`src/rtl/bha_pkg.sv`:
```
package bha_pkg;

    typedef enum logic [1:0] {
        ST_OWNED    = 2'd0,
        ST_DRAINING = 2'd1,
        ST_RELEASED = 2'd2,
        ST_REGAIN   = 2'd3
    } bus_state_e;

    typedef struct packed {
        logic drive;   // pad drivers enabled
        logic ack_n;   // active-low acknowledge
    } bus_view_t;

    function automatic bus_view_t view_of(bus_state_e s);
        bus_view_t v;
        v.drive = (s != ST_RELEASED);
        v.ack_n = (s == ST_OWNED) || (s == ST_DRAINING);
        return v;
    endfunction

endpackage

```
`src/rtl/bha_sync.sv`:
```
module bha_sync #(
    parameter int   STAGES    = 2,
    parameter logic RESET_VAL = 1'b1
) (
    input  logic clk,
    input  logic rst,
    input  logic d,
    output logic q
);
    logic [STAGES-1:0] chain;

    generate
        if (STAGES == 1) begin : g_single
            always_ff @(posedge clk) begin
                if (rst) chain <= RESET_VAL;
                else     chain <= d;
            end
        end else begin : g_multi
            always_ff @(posedge clk) begin
                if (rst) chain <= {STAGES{RESET_VAL}};
                else     chain <= {chain[STAGES-2:0], d};
            end
        end
    endgenerate

    assign q = chain[STAGES-1];
endmodule

```
`src/rtl/bha_fsm.sv`:
```
module bha_fsm
    import bha_pkg::*;
(
    input  logic       clk,
    input  logic       rst,
    input  logic       hold_eff,
    input  logic       busy,
    input  logic       ext_rdy,
    output bus_state_e state
);
    bus_state_e nxt;

    always_comb begin
        nxt = state;
        unique case (state)
            ST_OWNED: begin
                if (hold_eff) nxt = (busy && !ext_rdy) ? ST_DRAINING : ST_RELEASED;
            end
            ST_DRAINING: begin
                if (!hold_eff)    nxt = ST_OWNED;
                else if (ext_rdy) nxt = ST_RELEASED;
            end
            ST_RELEASED: begin
                if (!hold_eff) nxt = ST_REGAIN;
            end
            ST_REGAIN: nxt = ST_OWNED;
            default:   nxt = ST_OWNED;
        endcase
    end

    always_ff @(posedge clk) begin
        if (rst) state <= ST_OWNED;
        else     state <= nxt;
    end
endmodule

```
`src/rtl/bha_txn.sv`:
```
module bha_txn (
    input  logic clk,
    input  logic rst,
    input  logic may_issue,
    input  logic core_req,
    input  logic ext_rdy,
    output logic start,
    output logic busy
);
    logic pend;

    assign start = may_issue && !busy && (core_req || pend);

    always_ff @(posedge clk) begin
        if (rst) begin
            pend <= 1'b0;
            busy <= 1'b0;
        end else begin
            if (start)         pend <= 1'b0;
            else if (core_req) pend <= 1'b1;

            if (start)                busy <= 1'b1;
            else if (busy && ext_rdy) busy <= 1'b0;
        end
    end
endmodule

```
`src/rtl/bus_hold_arbiter.sv`:
```
module bus_hold_arbiter
    import bha_pkg::*;
#(
    parameter int NUM_STRB    = 9,
    parameter int SYNC_STAGES = 2
) (
    input  logic                clk,
    input  logic                rst,
    input  logic                hold_n_in,
    input  logic                no_hold,
    input  logic                core_req,
    input  logic                ext_rdy,
    output logic                bus_start,
    output logic                bus_busy,
    output logic                core_stall,
    output logic                addr_oe,
    output logic                data_oe,
    output logic                rw_oe,
    output logic [NUM_STRB-1:0] strb_oe,
    output logic                holda_n
);
    logic       hold_sync_n;
    logic       hold_eff;
    bus_state_e state;
    bus_view_t  view;

    bha_sync #(.STAGES(SYNC_STAGES), .RESET_VAL(1'b1)) u_sync (
        .clk (clk),
        .rst (rst),
        .d   (hold_n_in),
        .q   (hold_sync_n)
    );

    assign hold_eff = !hold_sync_n && !no_hold;

    bha_fsm u_fsm (
        .clk      (clk),
        .rst      (rst),
        .hold_eff (hold_eff),
        .busy     (bus_busy),
        .ext_rdy  (ext_rdy),
        .state    (state)
    );

    bha_txn u_txn (
        .clk       (clk),
        .rst       (rst),
        .may_issue ((state == ST_OWNED) && !hold_eff),
        .core_req  (core_req),
        .ext_rdy   (ext_rdy),
        .start     (bus_start),
        .busy      (bus_busy)
    );

    assign view       = view_of(state);
    assign core_stall = (state != ST_OWNED);
    assign addr_oe    = view.drive;
    assign data_oe    = view.drive;
    assign rw_oe      = view.drive;
    assign holda_n    = view.ack_n;

    generate
        for (genvar i = 0; i < NUM_STRB; i++) begin : g_strb
            assign strb_oe[i] = view.drive;
        end
    endgenerate
endmodule

```
`config.mk`:
```
export PLATFORM = sky130hd
export DESIGN_NAME = bus_hold_arbiter
export DESIGN_NICKNAME = d
export VERILOG_FILES = /design/src/rtl/bha_pkg.sv /design/src/rtl/bha_sync.sv /design/src/rtl/bha_fsm.sv /design/src/rtl/bha_txn.sv /design/src/rtl/bus_hold_arbiter.sv
export SDC_FILE = /design/constraint.sdc
export NUM_CORES = 1
export LEC_CHECK = 0
export BUFFER_PORTS_ARGS = -buffer_cell sky130_fd_sc_hd__clkbuf_2
export CAP_MARGIN = 20
export CELL_PAD_IN_SITES_DETAIL_PLACEMENT = 1
export CELL_PAD_IN_SITES_GLOBAL_PLACEMENT = 1
export CORE_AREA = 4 4 41 43
export DETAILED_ROUTE_END_ITERATION = 8
export DIE_AREA = 0 0 45 47
export GPL_TIMING_DRIVEN = 0
export PLACE_DENSITY_LB_ADDON = 0.1
export SKIP_LAST_GASP = 1
export SYNTH_ARGS = -nofsm -noshare
export SYNTH_HDL_FRONTEND = slang
export SYNTH_SLANG_ARGS = --single-unit
export TNS_END_PERCENT = 100
```
`constraint.sdc`:
```
create_clock -name clk -period 3.9 [get_ports clk]
set_clock_uncertainty 0.15 [all_clocks]
set_input_delay 1.17 -clock clk [delete_from_list [all_inputs] [get_ports clk]]
set_output_delay 1.17 -clock clk [all_outputs]
set_load 0.01 [all_outputs]
```
After elaboration in Yosys (flattened, before gate mapping). Cells that the tools add are included.

Reduce and logical (&&, ||, !) cells: 18. Equal/unequal tests: 7. Multiplexer cells: 8.

Operators with widths (number): 2-bit two-way mux (5); 2-bit case mux with 4 select lines (1); 1-bit logical AND (6); 1-bit zero test (5); 2-bit == test, second input constant (2); 2-bit inequality test, second input constant (2); 2-bit nonzero test (2); 3-bit inequality test, second input constant (1); 3-bit AND reduction (1); 2-bit by 1-bit == test with 1-bit output, second input constant (1); 2-bit zero test (1); 1-bit logical OR (2); 1-bit two-way mux (2); 2-bit by 1-bit inequality test with 1-bit output, second input constant (1); 2-bit OR reduction (1).

Bits in registers: 6. Output and inout bits: 16. Word-level logic and storage cells: 37. Input bits: 6.

Logic depth before layout (Yosys ltp).
Word-level depth: 7. Mapped depth: 3. Depth with buffers taken out: 3.

Modules after synthesis. From an unflattened synthesis, not the netlist that was laid out.

Cell total of the unflattened synthesis: 41. Area, all modules: 340.3 µm².

Modules (own cells, without submodules): bus_hold_arbiter (cells an instance 16, instances 1, area each 112.6 µm², seq. area each 0.0 µm²); bha_fsm (cells an instance 12, instances 1, area each 96.3 µm², seq. area each 40.0 µm²); bha_txn (cells an instance 9, instances 1, area each 78.8 µm², seq. area each 40.0 µm²); bha_sync (cells an instance 4, instances 1, area each 52.6 µm², seq. area each 40.0 µm²).

Least setup slack after synthesis. No wires, ideal clock.

Path kind: input to output. Start point: input no_hold. End point: output bus_start. Setup slack: 0.844 ns. Path buffers: 0. Data arrival time: 1.736 ns. Stages on the path: 3. Data required time: 2.580 ns. Cell sequence: nor2_1 -> nor4_1 -> nor2b_1.

Cells in the longest elaborated chain, start to end: 6.

RTL lines: from (decl) (RTL line bus_hold_arbiter.sv:10) `input logic no_hold,`; 1-bit zero test (RTL line bus_hold_arbiter.sv:34) `assign hold_eff = !hold_sync_n && !no_hold;`; 1-bit logical AND (RTL line bus_hold_arbiter.sv:34); 1-bit zero test; 1-bit logical AND (RTL line bus_hold_arbiter.sv:48) `.may_issue ((state == ST_OWNED) && !hold_eff),`; 1-bit logical AND (2 in series) (RTL line bha_txn.sv:12) `assign start = may_issue && !busy && (core_req || pend);`; to (decl) (RTL line bus_hold_arbiter.sv:13) `output logic bus_start,`.

No other way between the ends.

Worst setup path in the final report. Same ends and word-level chain as after synthesis.

==> reports/results.txt <==
wire length per cell = 9.55 um
Post-synth top cells = 11 x buf_4, 6 x dfxtp_1, 5 x nor2_1
CTS sink cnt = 6
critical path cell sequence = clkbuf_2 -> nor2_1 -> nor4_1 -> nor2b_1 -> clkbuf_2
CP max FO = 3
Rel. slew slack = 66.4%
CTS Hold Bufs = 0
final hold viol count = 0
fin. max-slew vios = 0
Critical Path Source Type = input port
I/O Buffers = 21
Crit path largest cell delay = 0.39 ns
total gr overflow = 0
Clock Path Buffers = 2
CP most frequent cell = clkbuf_2
IO Pins = 22
synth-to-layout area growth = 45.9%
syn_nets = 43
CTS tree = done
setup TNS = 0 ns
clock root cell = clkbuf_4
Post-Syn Area = 319 um^2
number of synthesized flops with an enable pin = 0
average cell area after synthesis = 8.62 um^2
Pre-antenna DRT Iters = 2
Seq cells post-synth = 6
fin worst setup slack = 0.549 ns
Placed Cells = 73
filler cell count = 175
Max-Cap Viols = 0
Syn Inst Count = 37
# setup viols final = 0
Max IR drop VDD = 0.146 mV
Final Non-Filler Cells = 76
top_reg_cell synth = dfxtp_1
Synth top area share = 37.6%
pin count of the biggest net entering global routing = 15
vias per inst = 4.01
Routed WL = 726 um
Seq/Total Area, Yosys = 37.6%
GRT Total Usage = 8.48%
global-route wire length before repair = 1.31 mm
Power Dens Cells = 332 mW/mm^2
via count = 305
vias in the first global route = 315
worst hold slack = 0.255 ns
wire length on met2 = 300 um
Worst Tran Pin Value = 0.499 ns
Starting Density = 24.5%
Core Area = 0.00130 mm^2
antenna violations before repair = 0
DRC errors left = 0
Final ANT Viol Nets = 0
top post-synthesis cells by area = dfxtp_1 38%, buf_4 26%, nor2_1 5.9%, or2_2 5.9%, o32a_1 3.1%
Reg clk slew, reported paths = 0.04 ns
Post-synth ARST share = 0%
Net count, final = 69
Worst setup EP type = output pin
count leader, synth = buf_4
cts bufs inserted = 3
H-tree depth = 1
Tcrit/Tclk final = 85.9%
Antenna Cells = 0
worst hold path class = reg2reg
drt first-iter violations = 1
Bufs and invs on worst path = 2
Post-Place Worst Slack = 0.524 ns
status = finished clean
total setup buffers inserted after CTS = 0
layout cells sized above 1 = 63.9%
crit path DAT = 2.03 ns
post-DP HPWL = 625 um
CP required = 2.58 ns
metal1 wirelength = 309 um
Max Clk Rate = 0.298 GHz
Netlist cell types = 16
RSZ-0062 raised after global routing = no
Horiz. Die Dim = 45 um
CP Class = in2out
Clk Latency, worst-skew pair = 0.23 ns
row count = 13
power after layout = 0.000154 W
fin crit period = 3.35 ns
gp weighted congestion = 0.642
Worst path top cell family by delay = simple AND/OR/NAND/NOR gates
die height = 47 um
Crit-path slowest cell = nor4_1
leakage = 0.237 nW
top sig layer = met3
routed wl met3 = 116 um
post-CTS sizing = 0
area leader, netlist = dfxtp_1
Die ar. = 0.00212 mm^2
yosys warns = 0
-- flip-flops by register name, indices dropped and copies added (netlist names) --
register and cells:
u_txn.pend 1, u_fsm.state 2, u_sync.chain 2, u_txn.busy 1
-- area by class of cell --
class	instances	area, um^2	area share (%)
buffer	11	82.6	17.7
multi-input combinational	19	113	24.2
timing repair buffer	21	105	22.6
inverter	1	3.75	0.806
clock buffer	3	22.5	4.84
sequential	6	120	25.8
tap	15	18.8	4.03
-- metal layers --
layer | vias to the layer above | global-route usage [%]
li1 | 159 | -
met1 | 129 | 10.1
met2 | 17 | 12.7
met3 | 0 | 2.30
met4 | 0 | 7.02
met5 | - | 0
-- cell families (layout without fill, tap and decap cells) --
logic type	count (synthesis)	in the layout	synth area share (%)
flip-flops	6	6	37.6
AND/OR/NAND/NOR	15	15	26.7
buffers and inverters	12	36	27.1
AO/OA/AOI/OAI	4	4	8.63
-- metrics by stage --
| stage | instance area, um^2 | util [%] |
|---|---|---|
| final | 465 | 35.8 |
| after global routing | 465 | 35.8 |
| after CTS | 465 | 35.8 |
| after detailed placement | 443 | 34.0 |
| after global placement | 443 | 34.0 |
| after floorplan | 319 | - |
-- cells in the final DEF, fill, tap and decap left out --
master and instances:
inv_1 1, or3_1 1, dfxtp_1 6, clkbuf_2 21, nor3b_1 1, clkbuf_4 3, or2b_1 1, nor3_1 1
and2b_2 1, a21o_1 1, or2_2 3, o21ai_0 1, buf_4 11, nor4_1 1, nor2_1 5, o32a_1 1
nor2b_1 1, a21oi_1 1
-- power breakdown --
group	leakage [nW]	switching, W	internal [W]
Clock	0.0138	0.0000186	0.0000346
Sequential	0.0493	0.00000227	0.0000653
Combinational	0.174	0.0000160	0.0000176
Total	0.237	0.0000369	0.000117
-- worst paths after layout --
| check | from | to | slack, ns | cells past startpoint |
|---|---|---|---|---|
| max | no_hold | bus_start | 0.55 | 5 |
| min | u_sync.chain[0]$_SDFF_PP1_ | u_sync.chain[1]$_SDFF_PP1_ | 0.26 | 1 |
| max reg2reg | u_fsm.state[1]$_SDFFE_PP0P_ | u_fsm.state[0]$_SDFFE_PP0P_ | 2.58 | 3 |
| min reg2reg | u_sync.chain[0]$_SDFF_PP1_ | u_sync.chain[1]$_SDFF_PP1_ | 0.26 | 1 |
Power figures use the tool's default switching activity.
